==> src/rtl/wat_pkg.sv <==
package wat_pkg;
    typedef enum logic [0:0] {
        ST_STANDBY,
        ST_ARMED
    } wat_state_e;

    typedef enum logic [2:0] {
        ACT_NONE,
        ACT_ARM,
        ACT_RELOAD,
        ACT_FILL,
        ACT_FIRE,
        ACT_CANCEL
    } wat_act_e;
endpackage

==> src/rtl/wat_clamp.sv <==
module wat_clamp #(
    parameter int IN_W  = 32,
    parameter int OUT_W = 16
) (
    input  logic [IN_W-1:0]  value_i,
    output logic [OUT_W-1:0] value_o
);
    localparam int HI_W = IN_W - OUT_W;

    generate
        if (HI_W > 0) begin : g_sat
            assign value_o = (|value_i[IN_W-1:OUT_W]) ? {OUT_W{1'b1}} : value_i[OUT_W-1:0];
        end else begin : g_pass
            assign value_o = value_i[OUT_W-1:0];
        end
    endgenerate
endmodule

==> src/rtl/wat_decide.sv <==
module wat_decide #(
    parameter int TIME_W = 32,
    parameter int CNT_W  = 16,
    parameter int MARGIN = 1
) (
    input  logic [TIME_W-1:0] target_i,
    input  logic [TIME_W-1:0] base_i,
    input  logic [CNT_W-1:0]  count_i,
    output logic [TIME_W-1:0] dist_o,
    output logic              ahead_o,
    output logic              late_o
);
    logic [TIME_W-1:0] guard;

    always_comb begin
        dist_o  = target_i - base_i;
        ahead_o = !dist_o[TIME_W-1] && (dist_o != '0);
        guard   = TIME_W'(count_i) + TIME_W'(MARGIN);
        late_o  = dist_o < guard;
    end
endmodule

==> src/rtl/wide_alarm_ctl.sv <==
module wide_alarm_ctl
    import wat_pkg::*;
#(
    parameter int TIME_W = 32,
    parameter int CNT_W  = 16,
    parameter int MARGIN = 1
) (
    input  logic              clk,
    input  logic              rst_n,
    input  logic              cmd_set_rel,
    input  logic              cmd_set_abs,
    input  logic              cmd_cancel,
    input  logic [TIME_W-1:0] cmd_time,
    output logic [TIME_W-1:0] now_o,
    output logic              alarm_fire,
    input  logic [CNT_W-1:0]  tmr_count,
    input  logic              tmr_match,
    output logic [CNT_W-1:0]  tmr_cmp,
    output logic              tmr_restart,
    output logic              tmr_cmp_wr,
    output logic              tmr_clr
);
    localparam logic [CNT_W-1:0]  CMP_FULL = {CNT_W{1'b1}};
    localparam logic [TIME_W-1:0] ONE      = TIME_W'(1);

    wat_state_e        state_q, state_d;
    wat_act_e          act;
    logic [TIME_W-1:0] base_q, base_d;
    logic [TIME_W-1:0] target_q, target_d;
    logic [CNT_W-1:0]  cmp_q, cmp_d;
    logic              fire_d;

    logic [TIME_W-1:0] period_w, now_w, match_base, offset_w, dist_w;
    logic [CNT_W-1:0]  off_clamp, dist_clamp;
    logic              set_any, ahead_w, late_w;

    // time view: a flagged but unhandled match already holds one full period
    always_comb begin
        period_w   = TIME_W'(cmp_q) + ONE;
        now_w      = base_q + TIME_W'(tmr_count) + (tmr_match ? period_w : '0);
        match_base = base_q + period_w;
        set_any    = cmd_set_rel | cmd_set_abs;
        offset_w   = cmd_set_abs ? (cmd_time - now_w) : cmd_time;
    end

    wat_clamp #(.IN_W(TIME_W), .OUT_W(CNT_W)) u_off_clamp (
        .value_i (offset_w),
        .value_o (off_clamp)
    );

    wat_decide #(.TIME_W(TIME_W), .CNT_W(CNT_W), .MARGIN(MARGIN)) u_decide (
        .target_i (target_q),
        .base_i   (match_base),
        .count_i  (tmr_count),
        .dist_o   (dist_w),
        .ahead_o  (ahead_w),
        .late_o   (late_w)
    );

    wat_clamp #(.IN_W(TIME_W), .OUT_W(CNT_W)) u_dist_clamp (
        .value_i (dist_w),
        .value_o (dist_clamp)
    );

    // transition selection
    always_comb begin
        act     = ACT_NONE;
        state_d = state_q;
        if (set_any) begin
            act     = ACT_ARM;
            state_d = ST_ARMED;
        end else if (tmr_match) begin
            unique case (state_q)
                ST_ARMED: begin
                    if (cmd_cancel) begin
                        act     = ACT_FILL;
                        state_d = ST_STANDBY;
                    end else if (!ahead_w || late_w) begin
                        act     = ACT_FIRE;
                        state_d = ST_STANDBY;
                    end else begin
                        act     = ACT_RELOAD;
                    end
                end
                ST_STANDBY: act = ACT_FILL;
                default: act = ACT_NONE;
            endcase
        end else if (cmd_cancel) begin
            act     = ACT_CANCEL;
            state_d = ST_STANDBY;
        end
    end

    // outputs and datapath next values
    always_comb begin
        tmr_restart = (act == ACT_ARM);
        tmr_cmp_wr  = (act == ACT_RELOAD) || (act == ACT_FILL);
        tmr_clr     = (act == ACT_ARM) || (act == ACT_RELOAD) ||
                      (act == ACT_FILL) || (act == ACT_FIRE);
        fire_d      = (act == ACT_FIRE);
        unique case (act)
            ACT_ARM:    tmr_cmp = off_clamp;
            ACT_RELOAD: tmr_cmp = dist_clamp;
            ACT_FILL:   tmr_cmp = CMP_FULL;
            default:    tmr_cmp = cmp_q;
        endcase
        cmp_d    = (tmr_restart || tmr_cmp_wr) ? tmr_cmp : cmp_q;
        target_d = tmr_restart ? (now_w + ONE + offset_w) : target_q;
        if (tmr_restart)
            base_d = now_w + ONE;
        else if (tmr_clr)
            base_d = match_base;
        else
            base_d = base_q;
        now_o = now_w;
    end

    // state register
    always_ff @(posedge clk or negedge rst_n) begin
        if (!rst_n) begin
            state_q    <= ST_STANDBY;
            base_q     <= '0;
            target_q   <= '0;
            cmp_q      <= CMP_FULL;
            alarm_fire <= 1'b0;
        end else begin
            state_q    <= state_d;
            base_q     <= base_d;
            target_q   <= target_d;
            cmp_q      <= cmp_d;
            alarm_fire <= fire_d;
        end
    end
endmodule

==> config.mk <==
export PLATFORM = sky130hd
export DESIGN_NAME = wide_alarm_ctl
export DESIGN_NICKNAME = d
export VERILOG_FILES = /design/src/rtl/wat_pkg.sv /design/src/rtl/wat_clamp.sv /design/src/rtl/wat_decide.sv /design/src/rtl/wide_alarm_ctl.sv
export SDC_FILE = /design/constraint.sdc
export NUM_CORES = 1
export LEC_CHECK = 0
export BUFFER_PORTS_ARGS = -buffer_cell sky130_fd_sc_hd__buf_4
export CORE_ASPECT_RATIO = 0.8
export CORE_MARGIN = 2
export CORE_UTILIZATION = 68
export CTS_CLUSTER_SIZE = 28
export DETAILED_ROUTE_END_ITERATION = 12
export GPL_ROUTABILITY_DRIVEN = 1
export PLACE_DENSITY = 0.93
export SLEW_MARGIN = 40
export SYNTH_ARGS = -nofsm -noshare
export SYNTH_HDL_FRONTEND = slang
export SYNTH_HIERARCHICAL = 1
export SYNTH_SLANG_ARGS = --single-unit
==> constraint.sdc <==
create_clock -name clk -period 22.3 [get_ports clk]
set_clock_uncertainty 0.2 [all_clocks]
set_input_delay 1.115 -clock clk [delete_from_list [all_inputs] [get_ports clk]]
set_output_delay 1.115 -clock clk [all_outputs]
set_load 0.05 [all_outputs]
After elaboration in Yosys (flattened, before gate mapping)
Cells that the tools add are included.

storage, ports and cells
  output and inout port bits = 52
  input bits = 54
  register bits after elaboration = 82

cells by class
  reduce and logical (&&, ||, !) cells = 14
  magnitude comparators = 1
  equal/unequal tests = 4
  multiplexer cells = 19
  $add $sub $neg = 9
  bitwise logic cells = 2

operators by type and width
  cell                                           number
  2-to-1 mux 32 bit                              3
  adder 32 x 17 -> 32 bit                        2
  subtractor 32 bit                              2
  case mux 16 bit (3 select lines)               1
  adder 16 x 1 -> 17 bit, second input constant  2
  adder 32 x 1 -> 32 bit, second input constant  1
  adder 32 x 16 -> 32 bit                        1
  adder 32 bit                                   1
  < comparator 32 bit                            1
  2-to-1 mux 16 bit                              2
  nonzero test 32 bit                            1
  OR reduction 16 bit                            2
  2-to-1 mux 17 bit                              1
  2-to-1 mux 3 bit                               5
  == test 3 x 2 -> 1 bit, second input constant  2
  logical OR 1 bit                               6
  2-to-1 mux 1 bit                               6
  case mux 3 bit (2 select lines)                1
  == test 3 x 1 -> 1 bit, second input constant  1
  == test 3 bit, second input constant           1
  nonzero test 3 bit                             1
  zero test 1 bit                                2
  nonzero test 2 bit                             1
  logical AND 1 bit                              1
  other kinds (2)                                2

Depth between registers and ports, before layout
Gate-level depths: netlist of the first run.

  word-level depth = 18
  depth in mapped cells = 42
  depth with buffers taken out = 41

Cells and area by module
Netlist of the first run, hierarchy kept.

by module, submodules not included
  module          cells each  sequential area each (sq um)  instances  area an instance (sq um)
  wide_alarm_ctl  1413        2072.0                        1          11269.6
  wat_decide      392         0.0                           1          2857.7
  wat_clamp       22          0.0                           2          136.4

Worst setup path before layout of the first run
OpenSTA, ideal clock, no wires.

  path type = in2out
  start point = input port tmr_match
  end point = output port tmr_cmp[6]
  data required time = 20.985 ns
  stages = 32
  data arrival time = 8.926 ns
  slack = 12.059 ns
  path buffers = 3
  cell sequence = clkbuf_1 -> clkbuf_1 -> and2_1 -> fa_1 -> ha_1 -> a211o_1 -> a211oi_2 -> nor2_1 -> nor2_1 -> inv_1 -> ha_1 -> a21oi_1 -> nand2_1 -> o31ai_1 -> o21ai_0 -> o21a_1 -> o211a_4 -> a22oi_4 -> o21ai_2 -> a311o_1 -> a21oi_1 -> o21bai_1 -> a21oi_1 -> xor2_1 -> nand2_1 -> xnor2_1 -> nor4_1 -> nand4_1 -> buf_2 -> or2_1 -> nand2_1 -> o21ai_0

on the way
  cells in the longest elaborated chain, start to end = 7
  elaborated cells on any way between the ends = 12
  classes of those cells = 2 x add/sub; 3 x eq/ne; 6 x mux; 1 x reduce/logical

RTL lines
  element                           line                   text
  start: declaration                wide_alarm_ctl.sv:17   input logic tmr_match,
  2-to-1 mux 17 bit                 wide_alarm_ctl.sv:40   now_w = base_q + TIME_W'(tmr_count) + (tmr_match ? period_w : '0);
  adder 32 x 17 -> 32 bit           wide_alarm_ctl.sv:40
  via now_o[8]                      wide_alarm_ctl.sv:14   output logic [TIME_W-1:0] now_o,
  subtractor 32 bit                 wide_alarm_ctl.sv:43   offset_w = cmd_set_abs ? (cmd_time - now_w) : cmd_time;
  2-to-1 mux 32 bit                 wide_alarm_ctl.sv:43
  via offset_w[31]                  wide_alarm_ctl.sv:33   logic [TIME_W-1:0] period_w, now_w, match_base, offset_w, dist_w;
  OR reduction 16 bit               wat_clamp.sv:12        assign value_o = (|value_i[IN_W-1:OUT_W]) ? {OUT_W{1'b1}} : value_i[OUT_W-1:0];
  2-to-1 mux 16 bit                 wat_clamp.sv:12
  via off_clamp[6]                  wide_alarm_ctl.sv:34   logic [CNT_W-1:0] off_clamp, dist_clamp;
  case mux 16 bit (3 select lines)  wide_alarm_ctl.sv:101  unique case (act)
  end: declaration                  wide_alarm_ctl.sv:18   output logic [CNT_W-1:0] tmr_cmp,

The timed path passes the listed nets, and every way through them passes these cells.

Final worst setup path of the first run
  start point = register cmp_q[2]
  end point = output port tmr_cmp[0]

on the way
  elaborated cells on any way between the ends = 26
  classes of those cells = 5 x add/sub; 1 x order compare; 3 x eq/ne; 10 x mux; 7 x reduce/logical

RTL lines
  element                           line                   text
  start: declaration                wide_alarm_ctl.sv:30   logic [CNT_W-1:0] cmp_q, cmp_d;
  start signal: assignment          wide_alarm_ctl.sv:130  cmp_q <= cmp_d;
  adder 16 x 1 -> 17 bit            wide_alarm_ctl.sv:39   period_w = TIME_W'(cmp_q) + ONE;
  2-to-1 mux 17 bit                 wide_alarm_ctl.sv:40
  adder 32 x 17 -> 32 bit           wide_alarm_ctl.sv:40
  subtractor 32 bit                 wide_alarm_ctl.sv:43
  2-to-1 mux 32 bit                 wide_alarm_ctl.sv:43
  via offset_w[31]                  wide_alarm_ctl.sv:33
  OR reduction 16 bit               wat_clamp.sv:12
  2-to-1 mux 16 bit                 wat_clamp.sv:12
  via off_clamp[0]                  wide_alarm_ctl.sv:34
  case mux 16 bit (3 select lines)  wide_alarm_ctl.sv:101

The timed path passes the listed nets, and every way through them passes these cells.

==> results of run 1 <==
-- cell type report --
class                   instances  area [um^2]
clock inverters                 4        51.30
well taps                     269        336.6
flip-flops and latches         82         2072
repair buffers                112        860.8
fillers                      1552         5146
multi-input cells            1577        11610
inverters                     115        434.2
clock buffers                  12        246.5
-- cell usage in the layout (no fill, tap or decap), drive strengths merged, types with 11 or more instances in the layout --
cell type and instances:
maj3 11, a21o 47, a31oi 17, xnor2 164
o21ai 141, nand3 58, nor2 131, dfrtp 66
fa 21, mux2 14, ha 134, o31ai 16
nand3b 16, nor4 23, o21a 18, a21oi 131
and2 40, nor3 38, mux2i 21, dfstp 16
or3 14, nand2b 20, a211oi 27, clkbuf 12
o21bai 18, nor2b 17, and3 20, or2 44
nand2 153, inv 115, nand4 24, xor2 67
buf 112, o211ai 14
-- cells by family after synthesis --
kind of cell	Yosys count	share of synthesized area, %
xor gates and xnor gates	233	14.78
muxes	35	2.581
adders and majority gates	166	15.35
AOI/OAI and AO/OA	511	24.67
and+or+nand+nor	632	23.03
buffers and inverters	190	5.196
DFF	82	14.39
-- registers in the layout, summed over array words and instances, names as in the netlist --
name / flops
cmp_q: 16
base_q: 32
alarm_fire: 1
state_q: 1
target_q: 32
-- metal layers --
metal / GRT usage [%] / share of wire [%]
met1: 58.83 / 44
met2: 56.43 / 40
met3: 12.57 / 14
met4: 8.669 / 1.8
met5: 0 / 0.026
-- path summary, 6_finish.rpt --
path	from	to	slack, ns	depth (start not counted)
hold / removal	target_q[14]	target_q[14]	0.29	2
min in group asynchronous	rst_n	target_q[0]	0.35	1
max in group asynchronous	rst_n	target_q[31]	20.62	2
hold reg to reg	target_q[14]	target_q[14]	0.29	2
setup / recovery	cmp_q[2]	tmr_cmp[0]	11.28	35
setup reg to reg	cmp_q[2]	target_q[29]	12.04	38
-- worst max-delay path: cells and delay by family, from the launching register on --
family / cells / cell delay (ns)
and+or+nand+nor: 16 / 3.37
DFF: 1 / 0.56
buffers and inverters: 2 / 0.52
xor gates and xnor gates: 4 / 1.01
AOI/OAI and AO/OA: 10 / 2.58
adders and majority gates: 3 / 1.27
-- stage by stage --
stage                     std cells  utilization [%]
final                          2171            75.21
after global routing           2171            75.21
after CTS                      2169            75.02
after detailed placement       2153            73.59
after global placement         2153            73.51
after floorplan                1849                -
==> flow_metrics.py, run 1 <==
metrics = {
    "die": {
        "core.rowCount": 47,
        "dieArea_um2": 22360,
        "core_um2": 20760,
        "io_pins": 106,
        "dieWidth_um": 166.7,
        "die_h_um": 134.2,
        "initial_core_util_pct": 69.37,
    },
    "logic_synthesis": {
        "synth_top_cells_by_area": "ha_1 12%, dfrtp_1 11%, xnor2_1 9.9%",
        "synth_top_area_share_pct": 11.64,
        "synth_nets": 2058,
        "synth_warnings": 6,
        "synthCells": 1849,
        "synth.distinct_cells": 120,
        "ys_ff_latch": 82,
        "avgSynthCellArea_um2": 7.788,
        "syn_area_um2": 14400,
        "synth_most_common_cell": "xnor2_1",
        "ys_seq_area_share_pct": 14.39,
        "synth_common_cells": "162 x xnor2_1, 153 x nand2_1, 134 x ha_1",
        "ys_async_sr_fraction_pct": 100.0,
        "synth_edf_count": 0,
        "yosys.area.top_type": "ha_1",
        "synth_flop_cell": "dfrtp_1",
    },
    "clocking": {
        "root_buffer": "clkbuf_16",
        "clkSlewWorstSetupHoldPaths_ns": 0.07,
        "clkSinkCount": 82,
        "clockBufferDepth": 2,
        "numCtsBuffers": 9,
        "cts_tree": "yes",
        "htreeDepth": 3,
        "cts_resized": 0,
        "cts_hold_buf": 0,
        "post_cts_buffers": 0,
        "clk_latency_ns": 0.35,
    },
    "worst_setup_path": {
        "cpMostUsedCell": "nand2_1",
        "cp_max_fo": 11,
        "start_kind": "register",
        "cp_slowest_cell": "dfstp_2",
        "cp-end-kind": "primary output",
        "cp.required_ns": 20.99,
        "arrival_ns": 9.70,
        "max_stage_delay_ns": 0.56,
        "critical_path_class": "register to primary output",
    },
    "routing": {
        "antenna_left": 0,
        "drcViolationCount": 0,
        "drtIter0Drc": 1758,
        "routed_wl_um": 45700,
        "vias": 14690,
        "wl_per_cell_um": 21.05,
        "via_per_inst": 6.766,
        "dr.pass1.iters": 8,
    },
    "placed_design": {
        "dpl.hpwl_um": 35950,
        "place_area_um2": 15280,
        "dp_slack_ns": 11.33,
        "place_congestion": 1.028,
        "io_buffer_count": 105,
    },
    "sta": {
        "worst_hold_slack_ns": 0.2928,
        "setup_viol": 0,
        "fin_crit_sh_pct": 49.41,
        "final.min_clock_period_ns": 11.02,
        "drv_slew": 0,
        "hold_violations": 0,
        "relSlewSlack_pct": 48.33,
        "timing.setup.tns_ns": 0,
        "max_slew.worst_pin.slew_ns": 0.7653,
        "max_freq_mhz": 90.77,
        "rsz0062_at_grt": "no",
        "setup_ws_ns": 11.28,
    },
    "run_status": {
        "status": "finished clean",
    },
    "global_route": {
        "antenna_found_initial": 1,
        "track_usage_pct": 39.76,
        "grt_pass1_vias": 13310,
        "grt_overflow": 0,
        "grt_pass1_wl_um": 71190,
        "grt_max_degree": 91,
    },
    "cells_and_area": {
        "n_antenna_cell": 0,
        "design_area_um2": 15610,
        "area_delta_synth_final_pct": 8.420,
        "nets": 2106,
        "drive_gt1_share_pct": 14.09,
    },
    "flow_run": {
        "cap_violations": 0,
    },
    "hold_path": {
        "hold_class": "register to register",
    },
}
Power of run 1 is left out: the tool's default activity adds up to more than one toggle a clock period on the data nets, which glitch-free logic cannot reach.
==> run 2, diff against run 1 <==
--- a/config.mk
+++ b/config.mk
@@ -8,11 +8,11 @@
 export BUFFER_PORTS_ARGS = -buffer_cell sky130_fd_sc_hd__buf_4
 export CORE_ASPECT_RATIO = 0.8
 export CORE_MARGIN = 2
-export CORE_UTILIZATION = 68
+export CORE_UTILIZATION = 64
 export CTS_CLUSTER_SIZE = 28
 export DETAILED_ROUTE_END_ITERATION = 12
 export GPL_ROUTABILITY_DRIVEN = 1
-export PLACE_DENSITY = 0.93
+export PLACE_DENSITY = 0.88
 export SLEW_MARGIN = 40
 export SYNTH_ARGS = -nofsm -noshare
 export SYNTH_HDL_FRONTEND = slang
==> constraint.sdc (replaced) <==
create_clock -name clk -period 11.23 [get_ports clk]
set_clock_uncertainty 0.2 [all_clocks]
set_input_delay 0.5615 -clock clk [delete_from_list [all_inputs] [get_ports clk]]
set_output_delay 0.5615 -clock clk [all_outputs]
set_load 0.05 [all_outputs]
==> run 2 against run 1 <==
  * Wire length is 4.2% lower
  * Final area rose by 0.15%
  * Worst hold slack got worse by 0.0053 ns
  * Critical path type is now register to register
  * Register-to-register slack lost 11 ns
  * Largest cell class unchanged
==> flow_metrics.py, run 2 (same netlist as run 1, synthesis figures left out) <==
metrics = {
    "sta": {
        "setup_viol": 0,
        "max_freq_mhz": 96.35,
        "rsz0062_at_grt": "no",
        "fin_crit_sh_pct": 92.42,
        "drv_slew": 0,
        "timing.setup.tns_ns": 0,
        "relSlewSlack_pct": 41.66,
        "final.min_clock_period_ns": 10.38,
        "hold_violations": 0,
        "max_slew.worst_pin.slew_ns": 0.8677,
    },
    "global_route": {
        "grt_max_degree": 111,
        "antenna_found_initial": 3,
        "grt_pass1_vias": 13240,
        "track_usage_pct": 36.78,
        "grt_pass1_wl_um": 69320,
        "grt_overflow": 0,
    },
    "routing": {
        "dr.pass1.iters": 6,
        "drcViolationCount": 0,
        "drtIter0Drc": 1705,
        "highest_layer": "met5",
        "wl_met2_um": 17030,
        "via_per_inst": 6.460,
        "wl_per_cell_um": 19.81,
        "met1_length_um": 20170,
        "vias": 14270,
        "routed-wl-met3_um": 5577,
        "antenna_left": 0,
        "routed_wl_um": 43770,
    },
    "worst_setup_path": {
        "start_kind": "register",
        "arrival_ns": 10.37,
        "max_stage_delay_ns": 0.57,
        "critical_path_class": "register to register",
        "r2r-start": "cmp_q[2]",
        "r2r_slack_ns": 0.85,
        "cp-end-kind": "register",
        "reg2regPathDepth": 39,
        "r2r_end": "target_q[31]",
        "cp.required_ns": 11.22,
        "cp_max_fo": 11,
        "cp_slowest_cell": "dfstp_2",
    },
    "clocking": {
        "clockBufferDepth": 2,
        "clk_latency_ns": 0.35,
        "cts_tree": "yes",
        "clkSlewWorstSetupHoldPaths_ns": 0.07,
        "clkSinkCount": 82,
        "htreeDepth": 3,
        "numCtsBuffers": 9,
        "root_buffer": "clkbuf_16",
    },
    "cells_and_area": {
        "top_regs": "base_q x32, target_q x32, cmp_q x16",
        "area_delta_synth_final_pct": 8.584,
        "design_area_um2": 15640,
        "most-common-layout-cells": "161 x xnor2_1, 153 x nand2_1, 134 x ha_1",
        "layout_commonest_cell": "xnor2_1",
        "drive_gt1_share_pct": 13.93,
        "nets": 2107,
        "n_antenna_cell": 0,
    },
    "flow_run": {
        "cap_violations": 0,
    },
    "hold_path": {
        "min_path_cells": 2,
        "hold_class": "register to register",
        "whs_endpoint": "target_q[11]",
        "min-delay-start": "target_q[11]",
    },
    "placed_design": {
        "place_area_um2": 15320,
        "dpl.hpwl_um": 35200,
        "place_congestion": 1.007,
        "io_buffer_count": 105,
    },
    "die": {
        "dieWidth_um": 171.7,
        "io_pins": 106,
        "dieArea_um2": 23720,
        "core_um2": 22260,
        "initial_core_util_pct": 64.70,
        "core.rowCount": 49,
        "die_h_um": 138.2,
    },
    "run_status": {
        "status": "finished clean",
    },
}
-- run 2: cell count changes in the layout (fill, tap and decap cells not counted) --
cell / before / now
clkinv_2: 1 / 2
xnor2_2: 3 / 2
clkinvlp_4: 1 / 0
o31ai_1: 11 / 12
clkbuf_1: 2 / 3
buf_12: 1 / 0
xnor2_1: 160 / 161
dlygate4sd3_1: 0 / 1
o31ai_2: 3 / 2
inv_6: 1 / 0
buf_4: 109 / 110
-- run 2: cell type report --
class,instances,area (um^2)
flip-flops and latches,82,2072
clock inverters,3,40.04
well taps,306,382.9
fillers,1791,6619
clock buffers,13,250.2
repair buffers,113,858.3
multi-input cells,1577,11600
inverters,115,434.2
-- run 2: worst max path at each step --
stage	start	end	cells after the start
after floorplan	tmr_match	target_q[31]	36
after global placement	cmp_q[2]	tmr_cmp[15]	35
after detailed placement	cmp_q[2]	target_q[31]	39
after CTS	cmp_q[2]	tmr_cmp[1]	35
after global routing	cmp_q[2]	target_q[31]	39
final	cmp_q[2]	target_q[31]	39
-- run 2: stage by stage --
step	cells	setup slack [ns]	util [%]	hold slack [ns]
finish	2209	0.8515	70.26	0.2875
global route	2209	0.1230	70.26	0.3077
CTS	2208	0.7588	70.19	0.2904
detailed placement	2191	1.273	68.84	0.2046
global placement	2191	1.469	68.81	0.1947
floorplan	1849	1.889	-	0.06591
-- run 2: layer usage --
layer,GRT usage (%),vias up
met5,0,-
met4,9.233,2
met1,56.64,6719
met2,49.65,753
li1,-,6722
met3,10.68,74
-- run 2: critical path: cells and delay by family, from the launching register on --
| kind | cells | cell delay (ns) |
|---|---|---|
| adders and majority gates | 6 | 2.29 |
| AOI/OAI and AO/OA | 14 | 3.47 |
| DFF | 1 | 0.57 |
| xor gates and xnor gates | 4 | 0.99 |
| buffers and inverters | 1 | 0.16 |
| and+or+nand+nor | 14 | 2.51 |
-- run 2: timing repair --
item                       in CTS  in global routing
setup buffers                   0                  1
setup endpoints to repair       0                 16
hold endpoints to repair       10                  0
gates resized for setup         0                  0
hold buffers                    1                  0
Power of run 2 is left out for the same reason.
